$ cat config.mk
export PLATFORM = sky130hd
export DESIGN_NAME = scsi_cmd_queue
export DESIGN_NICKNAME = d
export VERILOG_FILES = /design/src/rtl/scsi_cq_pkg.sv /design/src/rtl/scsi_cq_ctrl.sv /design/src/rtl/scsi_cq_xfer.sv /design/src/rtl/scsi_cmd_queue.sv
export SDC_FILE = /design/constraint.sdc
export NUM_CORES = 1
export LEC_CHECK = 0
export CAP_MARGIN = 10
export CORE_UTILIZATION = 66
export DETAILED_ROUTE_END_ITERATION = 8
export DONT_BUFFER_PORTS = 1
export HOLD_SLACK_MARGIN = 0.12
export PLACE_DENSITY = 0.92
export RECOVER_POWER = 25
export SLEW_MARGIN = 20
export SYNTH_ARGS = -nofsm -noshare
export SYNTH_HDL_FRONTEND = slang
export SYNTH_SLANG_ARGS = --single-unit
$ cat constraint.sdc
create_clock -name clk_i -period 6 [get_ports clk_i]
set_input_delay 0.3 -clock clk_i [delete_from_list [all_inputs] [get_ports clk_i]]
set_output_delay 0.3 -clock clk_i [all_outputs]
set_load 0.01 [all_outputs]
$ cat src/rtl/scsi_cq_pkg.sv
package scsi_cq_pkg;
  localparam logic [6:0] OP_NOP     = 7'h00;
  localparam logic [6:0] OP_CLR     = 7'h01;
  localparam logic [6:0] OP_RSTDEV  = 7'h02;
  localparam logic [6:0] OP_RSTBUS  = 7'h03;
  localparam logic [6:0] OP_DMASTOP = 7'h04;

  localparam logic [3:0] A_CNT_LO  = 4'd0;
  localparam logic [3:0] A_CNT_MID = 4'd1;
  localparam logic [3:0] A_CMD     = 4'd3;
  localparam logic [3:0] A_STAT    = 4'd4;
  localparam logic [3:0] A_ISTAT   = 4'd5;  // write: selection timeout
  localparam logic [3:0] A_CLKF    = 4'd9;
  localparam logic [3:0] A_CFG     = 4'd12;
  localparam logic [3:0] A_CNT_HI  = 4'd14;

  localparam int CNT_W  = 24;
  localparam int STD_W  = 16;
  localparam int EXT_BIT = 6;

  typedef enum logic [1:0] {K_INST, K_WAIT, K_RESET_DEV, K_ILLEGAL} cmd_kind_e;

  function automatic cmd_kind_e classify(logic [6:0] op, logic [6:0] lo, logic [6:0] hi);
    if (op == OP_NOP || op == OP_CLR || op == OP_RSTBUS) return K_INST;
    if (op == OP_RSTDEV) return K_RESET_DEV;
    if (op == OP_DMASTOP || (op >= lo && op <= hi)) return K_WAIT;
    return K_ILLEGAL;
  endfunction
endpackage

$ cat src/rtl/scsi_cq_ctrl.sv
module scsi_cq_ctrl
  import scsi_cq_pkg::*;
#(
  parameter int DEPTH = 2,
  parameter logic [6:0] LONG_LO = 7'h10,
  parameter logic [6:0] LONG_HI = 7'h1F,
  localparam int QC_W = $clog2(DEPTH + 1)
) (
  input  logic            clk_i,
  input  logic            rst_ni,
  input  logic            cmd_wr_i,
  input  logic [7:0]      cmd_i,
  input  logic            done_i,
  output logic [7:0]      bottom_o,
  output logic [QC_W-1:0] q_cnt_o,
  output logic            lock_o,
  output logic            gross_o,
  output logic            icmd_o,
  output logic            dev_rst_o,
  output logic            enter_o,
  output logic [7:0]      enter_byte_o,
  output logic            fifo_clr_o,
  output logic            bus_rst_o
);
  localparam logic [QC_W-1:0] DEPTH_C = QC_W'(DEPTH);

  logic [7:0]      q_q [DEPTH];
  logic [7:0]      q_n [DEPTH];
  logic [QC_W-1:0] cnt_q, cnt_n, cnt_pop;
  logic            lock_q, lock_n, gross_q, gross_n, icmd_q, icmd_n;
  logic            busy, fin, wr_ok, enter;
  logic [7:0]      enter_byte;
  cmd_kind_e       k0, kw;

  assign busy = (cnt_q != '0);
  assign k0   = classify(q_q[0][6:0], LONG_LO, LONG_HI);
  assign kw   = classify(cmd_i[6:0], LONG_LO, LONG_HI);
  assign fin  = busy && (k0 != K_WAIT || done_i);
  assign wr_ok = cmd_wr_i && (!lock_q || cmd_i[6:0] == OP_NOP);
  assign dev_rst_o = wr_ok && kw == K_RESET_DEV;

  always_comb begin
    q_n        = q_q;
    cnt_pop    = cnt_q;
    enter      = 1'b0;
    enter_byte = q_q[1];
    lock_n     = lock_q;
    gross_n    = gross_q;
    icmd_n     = icmd_q;
    if (fin) begin
      for (int i = 0; i < DEPTH - 1; i++) q_n[i] = q_q[i+1];
      cnt_pop = cnt_q - QC_W'(1);
      if (cnt_q > QC_W'(1)) enter = 1'b1;
      if (k0 == K_ILLEGAL) icmd_n = 1'b1;
      if (q_q[0][6:0] == OP_NOP) lock_n = 1'b0;
    end
    cnt_n = cnt_pop;
    if (wr_ok) begin
      if (kw == K_RESET_DEV || cmd_i[6:0] == OP_RSTBUS || cmd_i[6:0] == OP_DMASTOP) begin
        // reset class: drop queue, occupy bottom slot
        q_n[0]     = cmd_i;
        cnt_n      = (kw == K_RESET_DEV) ? '0 : QC_W'(1);
        enter      = 1'b1;
        enter_byte = cmd_i;
        if (kw == K_RESET_DEV) begin
          lock_n  = 1'b1;
          gross_n = 1'b0;
          icmd_n  = 1'b0;
        end
      end else if (cnt_pop < DEPTH_C) begin
        for (int i = 0; i < DEPTH; i++)
          if (cnt_pop == QC_W'(i)) q_n[i] = cmd_i;
        if (cnt_pop == '0) begin
          enter      = 1'b1;
          enter_byte = cmd_i;
        end
        cnt_n = cnt_pop + QC_W'(1);
      end else begin
        gross_n = 1'b1;
      end
    end
  end

  always_ff @(posedge clk_i or negedge rst_ni) begin
    if (!rst_ni) begin
      for (int i = 0; i < DEPTH; i++) q_q[i] <= '0;
      cnt_q   <= '0;
      lock_q  <= 1'b0;
      gross_q <= 1'b0;
      icmd_q  <= 1'b0;
    end else begin
      q_q     <= q_n;
      cnt_q   <= cnt_n;
      lock_q  <= lock_n;
      gross_q <= gross_n;
      icmd_q  <= icmd_n;
    end
  end

  assign bottom_o     = q_q[0];
  assign q_cnt_o      = cnt_q;
  assign lock_o       = lock_q;
  assign gross_o      = gross_q;
  assign icmd_o       = icmd_q;
  assign enter_o      = enter;
  assign enter_byte_o = enter_byte;
  assign fifo_clr_o   = busy && q_q[0][6:0] == OP_CLR;
  assign bus_rst_o    = busy && q_q[0][6:0] == OP_RSTBUS;
endmodule

$ cat src/rtl/scsi_cq_xfer.sv
module scsi_cq_xfer
  import scsi_cq_pkg::*;
(
  input  logic             clk_i,
  input  logic             rst_ni,
  input  logic             wr_i,
  input  logic [3:0]       addr_i,
  input  logic [7:0]       wdata_i,
  input  logic             ext_i,
  input  logic             load_i,
  output logic [CNT_W-1:0] count_o
);
  localparam int NBYTE = CNT_W / 8;
  localparam logic [CNT_W-1:0] STD_MASK = CNT_W'((1 << STD_W) - 1);

  logic [CNT_W-1:0] start_q, work_q;

  function automatic logic [3:0] byte_addr(int b);
    case (b)
      0:       return A_CNT_LO;
      1:       return A_CNT_MID;
      default: return A_CNT_HI;
    endcase
  endfunction

  for (genvar b = 0; b < NBYTE; b++) begin : g_start
    always_ff @(posedge clk_i or negedge rst_ni) begin
      if (!rst_ni) start_q[8*b +: 8] <= '0;
      else if (wr_i && addr_i == byte_addr(b)) start_q[8*b +: 8] <= wdata_i;
    end
  end

  always_ff @(posedge clk_i or negedge rst_ni) begin
    if (!rst_ni) work_q <= '0;
    else if (load_i) work_q <= ext_i ? start_q : (start_q & STD_MASK);
  end

  assign count_o = work_q;
endmodule

$ cat src/rtl/scsi_cmd_queue.sv
module scsi_cmd_queue
  import scsi_cq_pkg::*;
#(
  parameter int DEPTH = 2,
  parameter logic [6:0] LONG_LO = 7'h10,
  parameter logic [6:0] LONG_HI = 7'h1F,
  localparam int QC_W = $clog2(DEPTH + 1)
) (
  input  logic       clk_i,
  input  logic       rst_ni,
  input  logic [3:0] reg_addr_i,
  input  logic       reg_wr_i,
  input  logic       reg_rd_i,
  input  logic [7:0] reg_wdata_i,
  output logic [7:0] rd_data_o,
  input  logic       cmd_done_i,
  output logic       exec_valid_o,
  output logic [7:0] exec_cmd_o,
  output logic       fifo_clr_o,
  output logic       bus_rst_o,
  output logic [7:0] clk_factor_o,
  output logic [7:0] sel_timeout_o
);
  logic [QC_W-1:0]  q_cnt;
  logic [7:0]       bottom, enter_byte, cfg_q;
  logic             lock_q, gross_q, icmd_q, dev_rst, enter, ext;
  logic [CNT_W-1:0] xcnt;

  assign ext = cfg_q[EXT_BIT];

  scsi_cq_ctrl #(.DEPTH(DEPTH), .LONG_LO(LONG_LO), .LONG_HI(LONG_HI)) ctrl_i (
    .clk_i, .rst_ni,
    .cmd_wr_i    (reg_wr_i && reg_addr_i == A_CMD),
    .cmd_i       (reg_wdata_i),
    .done_i      (cmd_done_i),
    .bottom_o    (bottom),
    .q_cnt_o     (q_cnt),
    .lock_o      (lock_q),
    .gross_o     (gross_q),
    .icmd_o      (icmd_q),
    .dev_rst_o   (dev_rst),
    .enter_o     (enter),
    .enter_byte_o(enter_byte),
    .fifo_clr_o  (fifo_clr_o),
    .bus_rst_o   (bus_rst_o)
  );

  scsi_cq_xfer xfer_i (
    .clk_i, .rst_ni,
    .wr_i   (reg_wr_i),
    .addr_i (reg_addr_i),
    .wdata_i(reg_wdata_i),
    .ext_i  (ext),
    .load_i (enter && enter_byte[7]),
    .count_o(xcnt)
  );

  always_ff @(posedge clk_i or negedge rst_ni) begin
    if (!rst_ni) begin
      clk_factor_o  <= 8'd2;
      sel_timeout_o <= '0;
      cfg_q         <= '0;
    end else begin
      if (dev_rst) begin
        clk_factor_o  <= 8'd2;
        sel_timeout_o <= '0;
      end else if (reg_wr_i) begin
        if (reg_addr_i == A_CLKF)  clk_factor_o  <= reg_wdata_i;
        if (reg_addr_i == A_ISTAT) sel_timeout_o <= reg_wdata_i;
      end
      if (reg_wr_i && reg_addr_i == A_CFG) cfg_q <= reg_wdata_i;
    end
  end

  always_ff @(posedge clk_i or negedge rst_ni) begin
    if (!rst_ni) rd_data_o <= '0;
    else if (reg_rd_i) begin
      case (reg_addr_i)
        A_CNT_LO:  rd_data_o <= xcnt[7:0];
        A_CNT_MID: rd_data_o <= xcnt[15:8];
        A_CNT_HI:  rd_data_o <= ext ? xcnt[23:16] : 8'h00;
        A_CMD:     rd_data_o <= bottom;
        A_STAT:    rd_data_o <= {1'b0, gross_q, 6'b0};
        A_ISTAT:   rd_data_o <= {1'b0, icmd_q, 6'b0};
        A_CFG:     rd_data_o <= cfg_q;
        default:   rd_data_o <= 8'h00;
      endcase
    end
  end

  assign exec_valid_o = (q_cnt != '0);
  assign exec_cmd_o   = bottom;
endmodule

* Yosys cells after proc, flatten, opt, wreduce, memory -nomap -nowiden *
Cells that the tools add are included.

cells by class
  $lt $le $gt $ge = 6
  muxes and demuxes = 68
  add/sub/neg operators = 2
  reduce and logical (&&, ||, !) cells = 36
  equal/unequal tests = 21
  bitwise gates (word level) = 1

operators by type and width
  cell                                                               number
  2-to-1 mux 8 bit                                                   16
  one-hot mux 8 bit (7 select lines)                                 1
  2-to-1 mux 1 bit                                                   32
  2-to-1 mux 16 bit                                                  2
  2-to-1 mux 2 bit                                                   16
  == test 7 x 2 -> 1 bit, second input constant                      4
  2-to-1 mux 24 bit                                                  1
  == test 7 x 1 -> 1 bit, second input constant                      2
  == test 7 x 3 -> 1 bit, second input constant                      2
  greater-or-equal comparator 7 x 5 -> 1 bit, second input constant  2
  <= comparator 7 x 5 -> 1 bit, second input constant                2
  zero test 7 bit                                                    2
  logical AND 1 bit                                                  13
  == test 4 bit, second input constant                               3
  logical OR 1 bit                                                   10
  == test 4 x 3 -> 1 bit, second input constant                      2
  nonzero test 2 bit                                                 4
  inequality test 2 x 1 -> 1 bit, second input constant              3
  == test 2 bit, second input constant                               2
  == test 4 x 1 -> 1 bit, second input constant                      1
  == test 4 x 2 -> 1 bit, second input constant                      1
  zero test 4 bit                                                    1
  AND reduction 2 bit                                                2
  AND reduction 4 bit                                                1
  other kinds (9)                                                    9

storage, ports and cells
  register bits = 101
  output and inout port bits = 35
  word-level logic and storage cells = 148
  input bits = 17

* Longest topological paths before layout *
  word-level depth = 20
  depth in mapped cells = 13
  mapped depth without buffers = 11

* Cells and area by module *
A second synthesis with hierarchy kept.

unflattened totals
  cells, all modules = 394
  area, all modules = 4924.7 um^2

modules (own cells, without submodules)
  module          cells an instance  area an instance (um^2)  sequential area each (um^2)  times used
  scsi_cq_xfer    122                1875.5                   1201.2                       1
  scsi_cmd_queue  148                1686.6                   802.0                        1
  scsi_cq_ctrl    124                1362.6                   525.5                        1

* Worst setup path before layout *
OpenSTA, ideal clock, no wires.

  path type = register to register
  start = register ctrl_i.cnt_q[0], in the netlist ctrl_i.q_cnt_o[0]
  end = register xfer_i.work_q[10], in the netlist xfer_i.count_o[10]
  buffers on the path = 2
  period minus slack after synthesis = 3375 ps
  arrival time = 3250 ps
  stages on the path, launching flop included = 14
  path slack = 2625 ps
  library setup time = 125 ps
  data required time = 5875 ps
  path through = dfrtp_1 -> inv_1 -> ha_1 -> a311oi_1 -> clkbuf_1 -> xnor2_1 -> inv_1 -> ha_1 -> nand2_1 -> mux2_2 -> mux2i_2 -> nor2_4 -> buf_6 -> mux2_4

on the way
  longest elaborated chain between the ends = 9
  elaborated cells on any way between the ends = 18
  those cells by class = add/sub: 1; order compare: 2; mux: 11; reduce/logical: 4

ends and longest elaborated chain
  item                                                                               line                  text
  start, declared                                                                    scsi_cq_ctrl.sv:29    logic [QC_W-1:0] cnt_q, cnt_n, cnt_pop;
  start signal, assigned                                                             scsi_cq_ctrl.sv:93    cnt_q <= cnt_n;
  parallel branches: the longest is 8 deep, another holds subtractor 2 x 1 -> 2 bit  -
  logical AND 1 bit (*)                                                              scsi_cmd_queue.sv:54  .load_i (enter && enter_byte[7]),
  end signal, assigned                                                               scsi_cq_xfer.sv:35    else if (load_i) work_q <= ext_i ? start_q : (start_q & STD_MASK);
  end, declared                                                                      scsi_cq_xfer.sv:16    logic [CNT_W-1:0] start_q, work_q;

Mark *: on every way between the ends.
A chain may end at the register's enable or synchronous reset.

* Final worst setup path *
  start = register ctrl_i.q_q (netlist bit ctrl_i.bottom_o[6])
  end = register xfer_i.work_q[10], in the netlist xfer_i.count_o[10]

on the way
  longest elaborated chain between the ends = 19
  elaborated cells on any way between the ends = 38
  those cells by class = order compare: 3; eq/ne: 5; mux: 21; reduce/logical: 9

ends and longest elaborated chain
  item                                                                                               line                  text
  start, declared                                                                                    scsi_cq_ctrl.sv:27    logic [7:0] q_q [DEPTH];
  start signal, assigned                                                                             scsi_cq_ctrl.sv:92    q_q <= q_n;
  greater-or-equal comparator 7 x 5 -> 1 bit / <= comparator 7 x 5 -> 1 bit (equally long branches)  scsi_cq_pkg.sv:26     if (op == OP_DMASTOP || (op >= lo && op <= hi)) return K_WAIT;
  logical AND 1 bit                                                                                  scsi_cq_pkg.sv:26
  logical OR 1 bit                                                                                   scsi_cq_pkg.sv:26
  2-to-1 mux 1 bit (2 in a row)                                                                      scsi_cq_pkg.sv:26
  2-to-1 mux 1 bit                                                                                   scsi_cq_pkg.sv:25     if (op == OP_RSTDEV) return K_RESET_DEV;
  2-to-1 mux 2 bit                                                                                   scsi_cq_pkg.sv:27     return K_ILLEGAL;
  2-to-1 mux 2 bit                                                                                   scsi_cq_pkg.sv:26
  2-to-1 mux 2 bit (*)                                                                               scsi_cq_pkg.sv:25
  [2 not listed]                                                                                     -
  logical AND 1 bit (*)                                                                              scsi_cq_ctrl.sv:38    assign fin = busy && (k0 != K_WAIT || done_i);
  2-to-1 mux 2 bit                                                                                   scsi_cq_ctrl.sv:50    if (fin) begin
  zero test 2 bit                                                                                    scsi_cq_ctrl.sv:73    if (cnt_pop == '0) begin
  2-to-1 mux 1 bit / 2-to-1 mux 8 bit (equally long branches)                                        scsi_cq_ctrl.sv:73
  2-to-1 mux 1 bit / 2-to-1 mux 8 bit (equally long branches)                                        scsi_cq_ctrl.sv:70    end else if (cnt_pop < DEPTH_C) begin
  2-to-1 mux 1 bit / 2-to-1 mux 8 bit (equally long branches)                                        scsi_cq_ctrl.sv:59    if (kw == K_RESET_DEV || cmd_i[6:0] == OP_RSTBUS || cmd_i[6:0] == OP_DMASTOP) begin
  2-to-1 mux 1 bit / 2-to-1 mux 8 bit (equally long branches)                                        scsi_cq_ctrl.sv:58    if (wr_ok) begin
  logical AND 1 bit (*)                                                                              scsi_cmd_queue.sv:54

Every way passes the cells marked *; elsewhere a longest branch is shown, timed or not. The select of a mux whose other input is x is not followed.

==> impl_results.md <==
- Global Route Usage Sum: between 30% and 40%
- Adder-cell share of the synthesized area: 1.08%
- Max clock buf depth: 2
- Worst R2R Start: ctrl_i.bottom_o[6]
- Hpwl dp: 6.68 mm
- Post-synth EDFFs: 0
- Switch Pwr: 0.724 mW
- DR vias/cell: roughly 6.5
- PwrDens: 435 nW/µm²
- Most common cell in the netlist: dfrtp_1
- Die extent in x: 85.8 µm
- Post-layout util: about three quarters
- Slew Limit Fails: 0
- Initial antenna violation count: 0
- Switching share of power: 33.2%
- Compound-gate portion of the synthesized area: under 10%
- Buffers on Ports: 0
- Worst-path clk slew: 0.09 ns
- Mux contribution to synthesized area: between 20% and 30%
- RSZ-0062 raised after global routing: no
- Chip height: 85.8 µm
- Setup crit start: ctrl_i.bottom_o[6]
- Resized cells post-CTS: 0
- Worst path top cell family by delay: multiplexers
- Syn Area/Cell: 12.0 µm²
- Slowest cell on the critical path: mux2i_2
- Placed cells: 460
- Worst slew margin: 39.4%
- Period utilization: about three fifths
- Grt total ovfl: 0
- Total Wirelength: 10.6 mm
- Synth area leaders: dfrtp_1 54%, mux2_2 15%, o21ai_0 3.9%, mux2i_1 3.5%, mux2_4 3.2%
- Total Power: ~2.2 mW
- Clk Latency, worst-skew pair: between 0.3 and 0.4 ns
- Vias in the first global route: 3253
- DRT iter0 DRCs: roughly 370
- Max cap viols: 0
- Post-synth net total: 409
- Outcome: finished, final reports clean
- Initial core utilization: between 60% and 70%
- Sequential power share: between 40% and 50%
- # diodes: 0
- Worst slew pin tran: between 0.9 and 1 ns
- Ys Warns: 0
- Largest net degree at the start of global routing: around 100
- Max H-tree Level: 3
- Nets: between 400 and 500
- Synth-to-layout area growth: 8.28%
- Drt drc: 0
- Min Tclk post-route: between 3 and 4 ns
- Arrival time at the worst endpoint: between 3 and 4 ns
- First-pass GRT wire length: 17.1 mm
- Asr flop ratio synth: 100%
- Hold crit path type: in2reg
- Combinational family with the most area after synthesis: multiplexers
- I/O pin count: 52
- Clk root buf: clkbuf_8
- Startpoint types: flip-flop
- Critical path endpoint category: flip-flop
- Register area share after synthesis: a little over half
- Int Pwr: 1.46 mW
- Core box area: just under 7000 µm²
- CTS tree: done
- Synth Area in Simple Gates: ~8.3%
- #FFs+latches synth: 101
- Final hold slack: just under 0.2 ns
- Leak: roughly 2.3 nW
- 1st-pass router iterations: 5
- Top cell type's share of synthesized area: 53.9%
- CTS buffer count: 9
- Finish-stage setup viols: 0
- Via count: approximately 3.2k
- Commonest cells in the synthesized netlist: 100 x dfrtp_1, 61 x mux2_2, 37 x nand2_1, 36 x o21ai_0
- Drt wl/cell: 21.7 µm
- Critical path peak fanout: 16
- Post-CTS Setup Bufs: 0
- Worst ir drop on vdd: between 0.2 and 0.25 mV
- Hold path startpoint: reg_addr_i[0]
- F_max: roughly 0.28 GHz
- Clock sink total: a little over 100
- Distinct cell type count after synthesis: 45
- Post-Syn Area: 4640 µm²
- Setup CP Type: reg2reg
- Post-synthesis xor/xnor area fraction: less than 1%
- Clock power frac: between 20% and 30%
- Worst EP required: about 6.3 ns
- Rows: 30
- Gpl congestion: a little under 0.9
- Remaining antenna violation count: 0
- Setup Skew: between 0.006 and 0.007 ns
- Final Hold Vio Count: 0
- CP bufs+invs: 2
- Cells after Synth: about 390
- Slowest stage delay, CP: ~0.53 ns
- Total negative setup slack: 0 ns
- Layout cells sized above 1: 25.1%
- Worst-path cell chain: nor4b_1 > a311oi_2 > buf_4 > mux2i_1 > inv_1 > ha_1 > nand2_1 > mux2_2 > mux2i_2 > nor2_4 > mux2_4
- Final cell count without fillers: about 490
- Most used DFF post-synth: dfrtp_1
- Die area: 7370 µm²
- Post-synthesis cell type with the largest combined area: dfrtp_1
- Gate power share: between 20% and 30%
==> kinds of logic after synthesis <==
family	Yosys count
AO/OA/AOI/OAI	73
XOR/XNOR	1
adder cells (fa/ha/maj)	4
buffers and inverters	42
flip-flops	101
multiplexers	88
AND/OR/NAND/NOR	79
==> area by class of cell <==
class | instances | area, µm²
clock inverters | 6 | 118
clock buffers | 10 | 138
repair buffers | 13 | 143
multi-input cells | 245 | 1920
fillers | 402 | 1770
flip-flops and latches | 101 | 2530
well taps | 96 | 120
inverters | 16 | 60.1
==> cell usage in the layout, fill, tap and decap left out, types with 2 or more instances in the layout <==
| cell type | Yosys | final |
|---|---|---|
| nand2b_1 | 3 | 3 |
| o21ai_0 | 36 | 36 |
| inv_1 | 16 | 16 |
| o21bai_1 | 2 | 2 |
| o21ai_1 | 3 | 3 |
| mux2_4 | 10 | 10 |
| o22ai_1 | 9 | 9 |
| nor2_1 | 12 | 12 |
| dfrtp_1 | 100 | 100 |
| buf_4 | 9 | 2 |
| clkbuf_8 | 0 | 10 |
| ha_1 | 4 | 4 |
| nor4b_1 | 3 | 3 |
| nand2_1 | 37 | 37 |
| and3_1 | 3 | 3 |
| nor3_1 | 5 | 5 |
| nand4_1 | 2 | 2 |
| bufinv_16 | 0 | 3 |
| mux2_2 | 61 | 61 |
| mux2i_1 | 16 | 16 |
| nor2b_1 | 2 | 2 |
| dlygate4sd3_1 | 0 | 10 |
| a21o_1 | 2 | 2 |
| a221oi_1 | 7 | 7 |
| nand3_1 | 4 | 4 |
| a21oi_1 | 6 | 6 |
==> worst paths after layout <==
kind | endpoint | slack (ns) | depth (start not counted)
max in group asynchronous | clk_factor_o[1] | 5.05 | 2
min reg2reg | xfer_i.start_q[5] | 0.51 | 1
max | xfer_i.count_o[10] | 2.49 | 11
min in group asynchronous | xfer_i.count_o[16] | 0.58 | 2
max reg2reg | xfer_i.count_o[10] | 2.49 | 11
min | rd_data_o[6] | 0.19 | 2
==> metrics by stage <==
step | instance area [µm²] | worst slack, ns
after detailed placement | 4640 | 2.62
final | 5020 | 2.49
after global placement | 4640 | 2.81
after global routing | 5020 | 2.37
after floorplan | 4640 | 2.62
after CTS | 5020 | 2.60
==> state kept, by name, summed over array words and instances, names as in the netlist, 8 cells and up <==
signal and flops:
cfg_q 8, clk_factor_o 8, ctrl_i.bottom_o 8, ctrl_i.q_q 8, rd_data_o 8, sel_timeout_o 8
xfer_i.count_o 24, xfer_i.start_q 24
==> what timing repair did <==
item	4_1_cts	5_1_grt
endpoints found under the setup margin	0	0
hold buffers	11	0
hold endpoints to repair	172	0
==> power by group through the flow <==
stage | Combinational [mW] | Sequential, mW | Clock [mW]
final | 0.604 | 1.05 | 0.532
after global routing | 0.658 | 1.07 | 0.560
after detailed placement | 0.559 | 1.06 | 0
after CTS | 0.594 | 1.04 | 0.537
after global placement | 0.520 | 1.04 | 0
after floorplan | 0.516 | 0.990 | 0
==> metal layers <==
layer	share of wire, %	GRT usage, %	up-vias
met5	0	0	-
met4	5.2	17.3	0
met1	40	39.3	1577
met3	8.6	9.72	50
li1	-	-	1362
met2	46	49.5	194
Power figures use the tool's default switching activity.
